`src/rtl/fifo_chain_pkg.sv`:
```
package fifo_chain_pkg;
  // Meaning of the next pulse arriving on the link input.
  typedef enum logic {LINK_WR = 1'b0, LINK_RD = 1'b1} link_kind_t;

  function automatic link_kind_t flip_kind(input link_kind_t k);
    return (k == LINK_WR) ? LINK_RD : LINK_WR;
  endfunction
endpackage

```
`src/rtl/xfer_ptr.sv`:
```
module xfer_ptr #(
  parameter int DEPTH = 256,
  localparam int AW = (DEPTH > 1) ? $clog2(DEPTH) : 1
) (
  input  logic          clk,
  input  logic          rst,
  input  logic          step,
  output logic [AW-1:0] addr,
  output logic          at_last
);
  localparam logic [AW-1:0] LAST = AW'(DEPTH - 1);

  assign at_last = (addr == LAST);

  always_ff @(posedge clk) begin
    if (rst)          addr <= '0;
    else if (step)    addr <= at_last ? '0 : addr + 1'b1;
  end

  // wrap from the top location to zero
  a_r3_wrap: assert property (@(posedge clk) disable iff (rst)
    step && at_last |=> addr == '0);
  // plain increment elsewhere
  a_r3_step: assert property (@(posedge clk) disable iff (rst)
    step && !at_last |=> addr == $past(addr) + 1'b1);
endmodule

```
`src/rtl/token_cell.sv`:
```
module token_cell (
  input  logic clk,
  input  logic rst,
  input  logic start_own,
  input  logic take,
  input  logic give,
  output logic own
);
  always_ff @(posedge clk) begin
    if (rst)       own <= start_own;
    else if (give) own <= 1'b0;
    else if (take) own <= 1'b1;
  end

  // a token only arrives at a slice that lacks it
  a_r6_take_free: assert property (@(posedge clk) disable iff (rst)
    take |-> !own);
  // R4_R5: a passed token is gone on the next cycle
  a_r4_r5_give_drop: assert property (@(posedge clk) disable iff (rst)
    give |=> !own);
endmodule

```
`src/rtl/fifo_chain_ctrl.sv`:
```
module fifo_chain_ctrl
  import fifo_chain_pkg::*;
#(
  parameter int DEPTH = 256,
  localparam int AW = (DEPTH > 1) ? $clog2(DEPTH) : 1
) (
  input  logic          clk,
  input  logic          rst,
  input  logic          head_n,
  input  logic          link_in,
  input  logic          wr_req,
  input  logic          rd_req,
  output logic          link_out,
  output logic          wr_en,
  output logic          rd_en,
  output logic          wr_sel,
  output logic          rd_sel,
  output logic [AW-1:0] wr_addr,
  output logic [AW-1:0] rd_addr,
  output logic          chain_mode,
  output logic          aux_en
);
  logic       chain_q;
  link_kind_t expect_q;
  logic       wr_last, rd_last;
  logic       w_pass, r_pass;
  logic       take_w, take_r;
  logic       start_own;

  // Mode straps sampled throughout reset.
  always_ff @(posedge clk) begin
    if (rst) chain_q <= link_in | ~head_n;
  end

  // Only a ring member without the head strap starts empty-handed.
  assign start_own = ~(link_in & head_n);

  // Gates.
  assign wr_en = wr_req & wr_sel;
  assign rd_en = rd_req & rd_sel;

  // Handover out; held high in reset so neighbours detect the ring.
  assign w_pass   = chain_q & wr_en & wr_last;
  assign r_pass   = chain_q & rd_en & rd_last;
  assign link_out = rst | w_pass | r_pass;

  // Handover in: pulses alternate write, read, write ....
  always_ff @(posedge clk) begin
    if (rst)                    expect_q <= LINK_WR;
    else if (chain_q & link_in) expect_q <= flip_kind(expect_q);
  end

  assign take_w = chain_q & link_in & (expect_q == LINK_WR);
  assign take_r = chain_q & link_in & (expect_q == LINK_RD);

  token_cell u_wtok (
    .clk(clk), .rst(rst), .start_own(start_own),
    .take(take_w), .give(w_pass), .own(wr_sel)
  );

  token_cell u_rtok (
    .clk(clk), .rst(rst), .start_own(start_own),
    .take(take_r), .give(r_pass), .own(rd_sel)
  );

  xfer_ptr #(.DEPTH(DEPTH)) u_wptr (
    .clk(clk), .rst(rst), .step(wr_en), .addr(wr_addr), .at_last(wr_last)
  );

  xfer_ptr #(.DEPTH(DEPTH)) u_rptr (
    .clk(clk), .rst(rst), .step(rd_en), .addr(rd_addr), .at_last(rd_last)
  );

  assign chain_mode = chain_q;
  assign aux_en     = ~chain_q;

  // standalone keeps both tokens and a silent link
  a_r2_solo_owns: assert property (@(posedge clk) disable iff (rst)
    !chain_q |-> wr_sel && rd_sel && !link_out);
  // no token, no address movement
  a_r8_idle_wr: assert property (@(posedge clk) disable iff (rst)
    !wr_sel |=> $stable(wr_addr));
  a_r8_idle_rd: assert property (@(posedge clk) disable iff (rst)
    !rd_sel |=> $stable(rd_addr));
  // the two handovers never share one link cycle
  a_r4_one_pass: assert property (@(posedge clk) disable iff (rst)
    !(w_pass && r_pass));
endmodule

```
`config.mk`:
```
export PLATFORM = sky130hd
export DESIGN_NAME = fifo_chain_ctrl
export DESIGN_NICKNAME = d
export VERILOG_FILES = /design/src/rtl/fifo_chain_pkg.sv /design/src/rtl/xfer_ptr.sv /design/src/rtl/token_cell.sv /design/src/rtl/fifo_chain_ctrl.sv
export SDC_FILE = /design/constraint.sdc
export NUM_CORES = 1
export LEC_CHECK = 0
export BUFFER_PORTS_ARGS = -buffer_cell sky130_fd_sc_hd__buf_2
export CAP_MARGIN = 10
export CELL_PAD_IN_SITES_DETAIL_PLACEMENT = 0
export CELL_PAD_IN_SITES_GLOBAL_PLACEMENT = 2
export CORE_UTILIZATION = 29
export CTS_CLUSTER_SIZE = 8
export DETAILED_ROUTE_END_ITERATION = 10
export PLACE_DENSITY = 0.8
export SLEW_MARGIN = 20
export SYNTH_ARGS = -nofsm -noshare
export SYNTH_HDL_FRONTEND = slang
export SYNTH_HIERARCHICAL = 1
export SYNTH_SLANG_ARGS = --single-unit
```
`constraint.sdc`:
```
create_clock -name clk -period 1.85 [get_ports clk]
set_input_delay 0.185 -clock clk [delete_from_list [all_inputs] [get_ports clk]]
set_output_delay 0.185 -clock clk [all_outputs]
set_load 0.05 [all_outputs]
```
# --- Word level (Yosys, flattened, before mapping) ---
# Index checks and enable logic that the tools add are counted.
word_totals:
  reg_bits: 20
  input_bits: 6
  out_inout_bits: 23
  wordCells: 38
op_classes:
  n_addsub: 2
  n_eq_ne: 2
  muxes: 9
  bitwise_logic: 17
  n_reduce_logical: 2
ops:
  columns: ["op", "count"]
  rows:
  - ["$add 8x1->8 const B", 2]
  - ["$eq 8x8->1 const B", 2]
  - ["$mux 8", 2]
  - ["$and 1x1->1", 10]
  - ["$mux 1", 7]
  - ["$reduce_bool 3->1", 2]
  - ["$not 1->1", 4]
  - ["$or 1x1->1", 3]

# --- Longest topological paths before layout ---
# Gate-level depths: netlist of the first run.
depth:
  depth_word: 5
  ltp_mapped: 5
  mapped_depth_nobuf: 5

# --- Cells and area by module ---
# Netlist of the first run, hierarchy kept.
by_module_without_submodules:
  columns: ["mod", "instances", "cells_per_inst", "area_each_um2", "seq_area_each_um2"]
  rows:
  - ["xfer_ptr", 2, 43, 375.4, 160.2]
  - ["fifo_chain_ctrl", 1, 15, 135.1, 50.0]
  - ["token_cell", 2, 4, 45.0, 30.0]

# --- Worst setup path before layout of the first run ---
# No wires, ideal clock.
synth_timing:
  path_type: "reg-to-reg"
  startpoint: "register u_rtok.own"
  endpoint: "register u_rptr.addr[5]"
  t_arrival_ns: 2.000
  required_ns: 1.780
  setup_slack_ns: -0.220
  stages_incl_launch_ff: 6
  path_buffers: 1
  cell_sequence: "edfxtp_1 > and2_1 > buf_2 > nand4_2 > or3_1 > a21oi_1"
synth_between:
  elab_chain_cells: 1
synth_rtl:
  columns: ["element", "line", "source"]
  rows:
  - ["from (decl)", "token_cell.sv:7", "output logic own"]
  - ["from (signal assigned)", "token_cell.sv:10", "if (rst) own <= start_own;"]
  - ["$and 1x1->1", "fifo_chain_ctrl.sv:40", "assign rd_en = rd_req & rd_sel;"]
  - ["via rd_en", "fifo_chain_ctrl.sv:15", "output logic rd_en,"]
  - ["to (signal assigned)", "xfer_ptr.sv:17", "else if (step) addr <= at_last ? '0 : addr + 1'b1;"]
  - ["to (decl)", "xfer_ptr.sv:8", "output logic [AW-1:0] addr,"]
# The timed path passes the listed nets, and every way through them passes these cells.
# A chain may end at the register's enable or synchronous reset.

# --- Final worst setup path of the first run ---
layout_timing:
  startpoint: "register u_rptr.addr[1]"
  endpoint: "output link_out"
layout_between:
  elab_chain_cells: 3
layout_rtl:
  columns: ["element", "line", "source"]
  rows:
  - ["$eq 8x8->1", "xfer_ptr.sv:13", "assign at_last = (addr == LAST);"]
  - ["via rd_last", "fifo_chain_ctrl.sv:25", "logic wr_last, rd_last;"]
  - ["$and 1x1->1", "fifo_chain_ctrl.sv:44", "assign r_pass = chain_q & rd_en & rd_last;"]
  - ["via r_pass", "fifo_chain_ctrl.sv:26", "logic w_pass, r_pass;"]
  - ["$or 1x1->1", "fifo_chain_ctrl.sv:45", "assign link_out = rst | w_pass | r_pass;"]
  - ["to (decl)", "fifo_chain_ctrl.sv:13", "output logic link_out,"]
# The timed path passes the listed nets, and every way through them passes these cells.

==> impl_metrics.tcl, run 1 <==
set metrics [dict create \
    status "complete, no violations" \
    antenna_found_initial 0 \
    finalHoldViolations 0 \
    synth_top_area_share_pct 34.9 \
    syn_area_um2 976 \
    hold_path_end "chain_mode$_DFFE_PP_" \
    period_needed_ns 1.81 \
    drive_gt1_share_pct 44.9 \
    dieHeight_um 60.0 \
    path_class "reg -> out" \
    hold_start "head_n" \
    setup_viol 0 \
    ir_drop_v 0.000443 \
    clock-sinks 20 \
    synthesis.nets 117 \
    grt_max_degree 24 \
    hold_buffers 0 \
    slew_viol_final 0 \
    syn_avg_cell_area_um2 8.95 \
    seqPwrFrac_pct 47.4 \
    r2r_start "u_wptr/addr[1]$_SDFFE_PP0P_" \
    yosysTopAreaCell "dfxtp_1" \
    place_inst 181 \
    timing.rr.end "u_wtok/own$_DFFE_PP_" \
    worst-slew-pin-transition_ns 0.402 \
    clkLatencyLatePin_ns 0.30 \
    power_density_nw_per_um2 712 \
    synthCells 109 \
    critPathMaxFanout 3 \
    wl_per_cell_um 11.5 \
    die_width_um 60.0 \
    dr.pass1.iters 4 \
    ys_ff_latch 20 \
    hold_path.class "in -> reg" \
    root_buffer "clkbuf_4" \
    top_level_ports 29 \
    cts-buffers-inserted 3 \
    placed_area_um2 1190 \
    initial_core_util_pct 31.2 \
    grt_setup_unrepaired "true" \
    p_sw_share_pct 26.5 \
    cp_data_arrival_time_ns 1.62 \
    required_ns 1.66 \
    routed_wl_mm 2.21 \
    grt_use_total_pct 13.0 \
    hpwl_mm 1.53 \
    dr_total_vias 892 \
    reg2reg_slack_ns 0.43 \
    power.leakage_nw 0.642 \
    path_clk_slew_ns 0.13 \
    crit_family "simple AND/OR/NAND/NOR gates" \
    clk_path_buf_depth 2 \
    overflow 0 \
    diodes 0 \
    final_net_count 156 \
    crit_chain "ha_4 -> nand2_4 -> nor3_4 -> and4_4 -> or3_4 -> buf_8" \
    tritoncts "built" \
    grt_pass1_wl_mm 3.52 \
    crit_slowest_cell "or3_4" \
    core_um2 3130 \
    io_buffers 28 \
    internal-power_mw 0.723 \
    ys_seq_area_share_pct 44.1 \
    worstRegToRegCells 5 \
    maxCapViolations 0 \
    max_freq_mhz 554 \
    critPathCaptureType "primary output" \
    period_share_pct 97.6 \
    hold_path_depth 2 \
    drt_iter0_drc 28 \
    rows 20 \
    start_kind "flip-flop" \
    h-tree-depth 1 \
    fin_cells 191 \
    pwr-share-clk_pct 37.1 \
    fin_util_pct 44.2 \
    p_comb_share_pct 15.4 \
    finalClockSkew_ns 0.00797 \
    path_buf_inv 1 \
    synth.distinct_cells 28 \
    gp_congestion 0.703 \
    design_area_um2 1380 \
    via_per_inst 4.67 \
    maxSlewHeadroom_pct 73.2 \
    grt_pass1_vias 768 \
    yosys_warnings 6 \
    synth_area_leaders "dfxtp_1, edfxtp_1, xor2_1" \
    dieArea_um2 3600 \
    route.detailed.drc 0 \
    area_growth_pct 41.7 \
    antenna_left 0 \
    p_switching_mw 0.261 \
    max_stage_delay_ns 0.37 \
]
## sequential cells by signal, indices dropped and copies added, names as in the netlist
register     flops
u_wptr/addr      8
u_rtok/own       1
u_rptr/addr      8
expect_q         1
u_wtok/own       1
chain_mode       1
## power groups by stage
stage | Clock [mW] | Sequential [mW] | Combinational (mW)
5_1_grt | 0.395 | 0.469 | 0.163
3_5_place_dp | 0 | 0.480 | 0.132
4_1_cts | 0.378 | 0.467 | 0.148
6_report | 0.366 | 0.467 | 0.152
3_3_place_gp | 0 | 0.478 | 0.132
2_1_floorplan | 0 | 0.515 | 0.0598
## worst max-delay path by stage
stage                                      startpoint        to  slack (ns)  depth (start not counted)
after floorplan           u_wptr/addr[6]$_SDFFE_PP0P_  link_out        0.02                          4
after global placement    u_rptr/addr[0]$_SDFFE_PP0P_  link_out        0.23                          6
after detailed placement  u_rptr/addr[0]$_SDFFE_PP0P_  link_out        0.15                          6
after CTS                 u_rptr/addr[0]$_SDFFE_PP0P_  link_out       0.002                          6
after global routing      u_wptr/addr[1]$_SDFFE_PP0P_  link_out       -0.01                          6
final                     u_rptr/addr[1]$_SDFFE_PP0P_  link_out        0.04                          6
## metrics by stage
stage                     TNS, ns  setup slack [ns]  hold WS [ns]  power (mW)
final                           0            0.0446         0.141       0.984
after CTS                       0           0.00231         0.129       0.993
after detailed placement        0             0.151         0.464       0.611
after floorplan                 0            0.0232         0.247       0.575
after global routing      -0.0147           -0.0147         0.146        1.03
after global placement          0             0.230         0.455       0.610
## layout make-up
type | instances | area, um2
repair buffers | 36 | 210
fillers | 314 | 1750
clock buffers | 3 | 22.5
multi-input cells | 79 | 588
flip-flops and latches | 20 | 447
well taps | 44 | 55.1
inverters | 8 | 30.0
clock inverters | 1 | 30.0
## cell usage after synthesis
library cell / number
buf_2: 2
xor2_1: 6
o21ai_0: 6
nand3_1: 2
nand4_1: 2
a21bo_1: 1
nand3_2: 2
and2_1: 2
nand2_1: 11
or3_1: 7
o31a_1: 2
mux2i_1: 2
nor2_1: 8
nand4_2: 2
a21oi_1: 5
nor3_1: 4
nand3b_1: 3
o31ai_1: 2
ha_1: 2
and3_1: 1
edfxtp_1: 3
nand2b_1: 3
inv_1: 8
dfxtp_1: 17
and4_4: 1
o22ai_1: 2
a211oi_1: 2
and4_1: 1
## cell usage in the layout (no fill, tap or decap), types with 5 or more instances in the layout
master	synthesis	routed
buf_2	2	27
dfxtp_2	0	10
nand2_1	11	9
inv_1	8	8
buf_4	0	8
nor2_1	8	8
dfxtp_1	17	6
xor2_1	6	6
o21ai_0	6	6
or3_1	7	6
a21oi_1	5	5
## repair_timing
item / CTS / global route
buffers inserted: 4 / 2
endpoints found under the setup margin: 1 / 1
pin swaps: 2 / 6
gates resized for setup: 9 / 10
## cells by family (layout without fill, tap and decap cells)
kind of cell,after synthesis,after routing,share of synthesized area (%)
AO/OA/AOI/OAI,20,20,12.8
XOR/XNOR,6,6,5.38
adder cells (fa/ha/maj),2,2,2.56
buffers and inverters,10,48,4.10
flip-flops,20,20,44.1
multiplexers,2,2,2.05
AND/OR/NAND/NOR,49,49,29.0
## per-layer routing
layer	part of all wire (%)	global-route usage, %
met1	52	18.6
met4	0.86	5.98
met2	42	18.4
met5	0	0
met3	4.7	3.03
Power figures use the tool's default switching activity.
==> inputs of run 2 (changes only) <==
- PLACE_DENSITY: 0.8 -> default
- PLACE_DENSITY_LB_ADDON: default -> 0.1
==> impl_metrics.tcl, run 2 (synthesis results as in run 1) <==
set metrics [dict create \
    io_buffers 28 \
    overflow 0 \
    wl_per_cell_um 12.2 \
    crit_chain "ha_4 -> nand2_4 -> nor3_4 -> and4_1 -> or3_4 -> buf_8" \
    finalClockSkew_ns 0.00974 \
    worstRegToRegCells 6 \
    tritoncts "built" \
    r2r_start "u_wptr/addr[0]$_SDFFE_PP0P_" \
    required_ns 1.66 \
    p_switching_mw 0.263 \
    internal-power_mw 0.670 \
    grt_use_total_pct 13.8 \
    clk_path_buf_depth 2 \
    power_density_nw_per_um2 672 \
    cp_data_arrival_time_ns 1.65 \
    antenna_left 0 \
    status "complete, no violations" \
    grt_setup_unrepaired "true" \
    antenna_found_initial 0 \
    pwr-share-clk_pct 33.5 \
    worst-slew-pin-transition_ns 0.407 \
    hold_path.class "in -> reg" \
    timing.rr.end "u_wtok/own$_DFFE_PP_" \
    dr_total_vias 919 \
    grt_max_degree 24 \
    dieArea_um2 3600 \
    finalHoldViolations 0 \
    final_cell_mix "buf_2, buf_4, nand2_1, dfxtp_2" \
    setup_viol 0 \
    path_clk_slew_ns 0.13 \
    hold_path_depth 2 \
    p_comb_share_pct 16.4 \
    period_needed_ns 1.83 \
    cts-buffers-inserted 3 \
    crit_slowest_cell "dfxtp_2" \
    worstSetupStartpoint "u_wptr/addr[0]$_SDFFE_PP0P_" \
    dpl_worst_slack_ns 0.143 \
    via_per_inst 4.74 \
    worst-path-stages 6 \
    drive_gt1_share_pct 45.3 \
    maxSlewHeadroom_pct 72.9 \
    root_buffer "clkbuf_4" \
    slew_viol_final 0 \
    area_growth_pct 42.3 \
    seqPwrFrac_pct 50.0 \
    gp_congestion 0.720 \
    max_stage_delay_ns 0.36 \
    initial_core_util_pct 31.2 \
    critPathCaptureType "primary output" \
    reg.largest.list "u_rptr/addr: 8 flops, u_wptr/addr: 8 flops" \
    grt_pass1_vias 811 \
    dr.pass1.iters 4 \
    diodes 0 \
    clkLatencyLatePin_ns 0.31 \
    grt_pass1_wl_mm 3.72 \
    dieHeight_um 60.0 \
    critPathMaxFanout 2 \
    start_kind "flip-flop" \
    ir_drop_v 0.000512 \
    crit_end "link_out" \
    max_freq_mhz 546 \
    hpwl_mm 1.55 \
    power.leakage_nw 0.623 \
    p_sw_share_pct 28.2 \
    finalPower_mw 0.933 \
    drt_iter0_drc 24 \
    maxCapViolations 0 \
    top_level_ports 29 \
    routed_wl_mm 2.37 \
    fin_tns_setup_ns 0 \
    reg2reg_slack_ns 0.27 \
    clock-sinks 20 \
    rows 20 \
    route.detailed.drc 0 \
    crit_family "simple AND/OR/NAND/NOR gates" \
    die_width_um 60.0 \
    period_share_pct 98.9 \
    final_common_cell "buf_2" \
    fin_ws_ns 0.0196 \
    path_buf_inv 1 \
    path_class "reg -> out" \
    core_um2 3130 \
    final_net_count 159 \
    h-tree-depth 1 \
]
## run 2: final cells by class
cell class | count | area (um2)
fillers | 317 | 1740
inverters | 8 | 30.0
clock buffers | 4 | 47.5
multi-input cells | 79 | 574
well taps | 44 | 55.1
flip-flops and latches | 20 | 449
repair buffers | 39 | 233
## run 2: what timing repair did
item / in CTS / in global routing
setup buffers: 7 / 1
pin swaps: 5 / 7
hold buffers: 0 / 0
setup endpoints to repair: 1 / 1
resized for setup: 10 / 7
## run 2: worst register-to-register path, cell delays in order (launching register included)
cell     delay, ns
dfxtp_2       0.36
ha_4          0.17
nand2_4       0.06
nor3_4        0.04
and4_1        0.21
buf_4         0.13
or3_1         0.37
## run 2: how the worst min path moves through the flow
| stage | slack, ns | startpoint | to |
|---|---|---|---|
| finish | 0.14 | head_n | chain_mode$_DFFE_PP_ |
| global route | 0.14 | head_n | chain_mode$_DFFE_PP_ |
| CTS | 0.13 | head_n | chain_mode$_DFFE_PP_ |
| detailed placement | 0.46 | head_n | chain_mode$_DFFE_PP_ |
| global placement | 0.46 | head_n | chain_mode$_DFFE_PP_ |
| floorplan | 0.25 | rst | u_rptr/addr[6]$_SDFFE_PP0P_ |
## run 2: through the flow
stage          std cells  instance area [um2]  util [%]  hold slack (ns)
2_1_floorplan        109                  995         -            0.247
3_3_place_gp         182                 1200      38.4            0.457
3_5_place_dp         182                 1200      38.4            0.456
4_1_cts              193                 1350      43.1            0.135
5_1_grt              194                 1390      44.4            0.143
6_report             194                 1390      44.4            0.141
## run 2: power by group through the flow
stage | registers (mW) | clock network [mW] | logic [mW]
3_3_place_gp | 0.478 | 0 | 0.133
3_5_place_dp | 0.479 | 0 | 0.133
5_1_grt | 0.470 | 0.336 | 0.165
2_1_floorplan | 0.515 | 0 | 0.0598
6_report | 0.467 | 0.313 | 0.153
4_1_cts | 0.467 | 0.322 | 0.151
## run 2: routing by layer
metal | up-vias | routed length (um) | GRT usage (%)
met5 | - | 0 | 0
met4 | 0 | 19 | 2.99
met3 | 2 | 110 | 3.90
met2 | 30 | 1070 | 21.0
met1 | 417 | 1170 | 19.4
li1 | 470 | - | -
==> inputs of run 3 (changes only) <==
- ABC_AREA: default -> 1
- CORE_UTILIZATION: 29 -> 27
==> impl_metrics.tcl, run 3 <==
set metrics [dict create \
    status "complete, no violations" \
    dieArea_um2 4370 \
    wl_per_cell_um 10.1 \
    required_ns 1.66 \
    crit_slowest_cell "dfxtp_2" \
    hold_buffers 0 \
    path_clk_slew_ns 0.08 \
    synthesis.nets 166 \
    drt_iter0_drc 44 \
    clock-sinks 20 \
    multi_input_area_um2 563 \
    synthCells 158 \
    ir_drop_v 0.000216 \
    yosys_warnings 6 \
    cts-buffers-inserted 3 \
    regArea_um2 437 \
    finalHoldViolations 0 \
    fin_cells 236 \
    grt_max_degree 13 \
    ys_seq_area_share_pct 38.8 \
    synth.top_cells.by_count "nand2_1, inv_1, dfxtp_1" \
    grt_pass1_vias 962 \
    via_per_inst 4.28 \
    clk_path_buf_depth 2 \
    h-tree-depth 1 \
    dr.pass1.iters 4 \
    routed_wl_mm 2.38 \
    grt_use_total_pct 12.4 \
    hpwl_mm 1.89 \
    diodes 0 \
    worst-slew-pin-transition_ns 0.259 \
    grt_setup_unrepaired "false" \
    final_cell_mix "nand2_1, inv_1, buf_2" \
    maxCapViolations 0 \
    rows 22 \
    place_inst 232 \
    area_growth_pct 23.5 \
    final_common_cell "nand2_1" \
    yosysTopAreaCell "dfxtp_1" \
    synth_flop_cell "dfxtp_1" \
    slew_viol_final 0 \
    worstRegToRegCells 9 \
    die_width_um 66.1 \
    maxSlewHeadroom_pct 82.9 \
    synth_top_area_share_pct 30.7 \
    antenna_found_initial 0 \
    hold_path_depth 2 \
    synth-edff-count 3 \
    clkLatencyLatePin_ns 0.26 \
    cp_data_arrival_time_ns 1.53 \
    start_kind "flip-flop" \
    dr_total_vias 1010 \
    critPathMaxFanout 4 \
    setup_viol 0 \
    fin_tns_setup_ns 0 \
    syn_area_um2 1110 \
    max_stage_delay_ns 0.38 \
    fillerInstances 420 \
    ys_ff_latch 20 \
    finalClockSkew_ns 0.00560 \
    overflow 0 \
    io_buffers 28 \
    route.detailed.drc 0 \
    grt_pass1_wl_mm 4.08 \
    gp_congestion 0.749 \
    dieHeight_um 66.1 \
    hold_ws_ns 0.181 \
    finalPower_mw 0.938 \
    path_common_cell "nand2_1" \
    tritoncts "built" \
    power.leakage_nw 0.673 \
    drive_gt1_share_pct 34.0 \
    synth.distinct_cells 22 \
    synth_area_leaders "dfxtp_1, nand2_1, inv_1" \
    root_buffer "clkbuf_8" \
    path_class "reg -> out" \
    top_level_ports 29 \
    dpl_worst_slack_ns 0.270 \
    initial_core_util_pct 29.2 \
    synth_most_common_cell "nand2_1" \
    final_net_count 197 \
    antenna_left 0 \
    power_density_nw_per_um2 686 \
    critPathCaptureType "primary output" \
    syn_avg_cell_area_um2 7.02 \
    fin_ws_ns 0.135 \
    async_reset_ff_share_pct 0 \
    hold_path.class "in -> reg" \
    period_share_pct 92.7 \
    max_freq_mhz 583 \
    crit_chain "ha_2 -> nand2_1 -> nor3_2 -> nand2_1 -> inv_1 -> nand2_2 -> nand3_2 -> buf_6" \
    period_needed_ns 1.72 \
    reg.largest.list "u_rptr/addr: 8 flops, u_wptr/addr: 8 flops" \
    core_um2 3800 \
]
==> run 3: cell count changes in the layout (fill, tap and decap cells not counted), moves of 4 or more <==
cell     delta
buf_4      -11
dfxtp_1     +6
dfxtp_2     -4
inv_1      +19
nand2_1    +29
nand2_2     +8
nand3_1     +5
nor2_1      +7
nor2_2      +6
or3_1       -6
xor2_1      -6
==> run 3: final cells by class <==
type	instances	area share (%)
Inverter	30	8.59
Clock buffer	4	3.29
Tap cell	48	4.39
Multi-Input combinational cell	106	41.1
Timing Repair Buffer	28	10.7
Sequential cell	20	31.9
==> run 3: path summary, 6_finish.rpt <==
kind / from / slack, ns / to
setup / recovery: u_rptr/addr[0]$_SDFFE_PP0P_ / 0.13 / link_out
hold / removal: head_n / 0.18 / chain_mode$_DFFE_PP_
setup reg to reg: u_rptr/addr[0]$_SDFFE_PP0P_ / 0.34 / u_rtok/own$_DFFE_PP_
hold reg to reg: u_rptr/addr[6]$_SDFFE_PP0P_ / 0.50 / u_rptr/addr[6]$_SDFFE_PP0P_
==> run 3: through the flow <==
step | cell area [um2] | util, %
after global placement | 1300 | 34.2
after floorplan | 1110 | -
after global routing | 1370 | 36.0
final | 1370 | 36.0
after detailed placement | 1300 | 34.2
after CTS | 1350 | 35.4
==> run 3: kinds of logic (layout without fill, tap and decap cells) <==
logic type	count (synthesis)	after routing	synth area share (%)
compound gates	17	17	8.58
xor+xnor	2	2	1.58
fa+ha+maj	2	2	2.26
buf+inv	32	62	12.0
flops	20	20	38.8
simple gates	85	85	36.8
==> run 3: what timing repair did <==
item | CTS | global route
setup endpoints to repair | 1 | 1
pin swaps | 0 | 0
resized for setup | 1 | 7
setup buffers | 0 | 0
==> run 3: report_power, final <==
| part | total, mW | internal (mW) | leakage [nW] | switching [mW] |
|---|---|---|---|---|
| logic | 0.162 | 0.0432 | 0.482 | 0.119 |
| clock network | 0.300 | 0.153 | 0.0228 | 0.147 |
| registers | 0.477 | 0.459 | 0.168 | 0.0177 |
| total | 0.938 | 0.655 | 0.673 | 0.283 |
==> run 3: critical path, delay by kind of cell (launching register included) <==
family,cells,cell delay (ns)
adders and majority gates,1,0.21
buffers and inverters,2,0.21
DFF,1,0.38
and+or+nand+nor,5,0.45
==> run 3: per-layer routing <==
layer	vias up	global-route usage [%]	part of all wire [%]
met4	0	5.59	0.93
met3	2	2.07	3.1
met5	-	0	0
met2	13	20.8	47
met1	450	15.3	49
li1	545	-	-
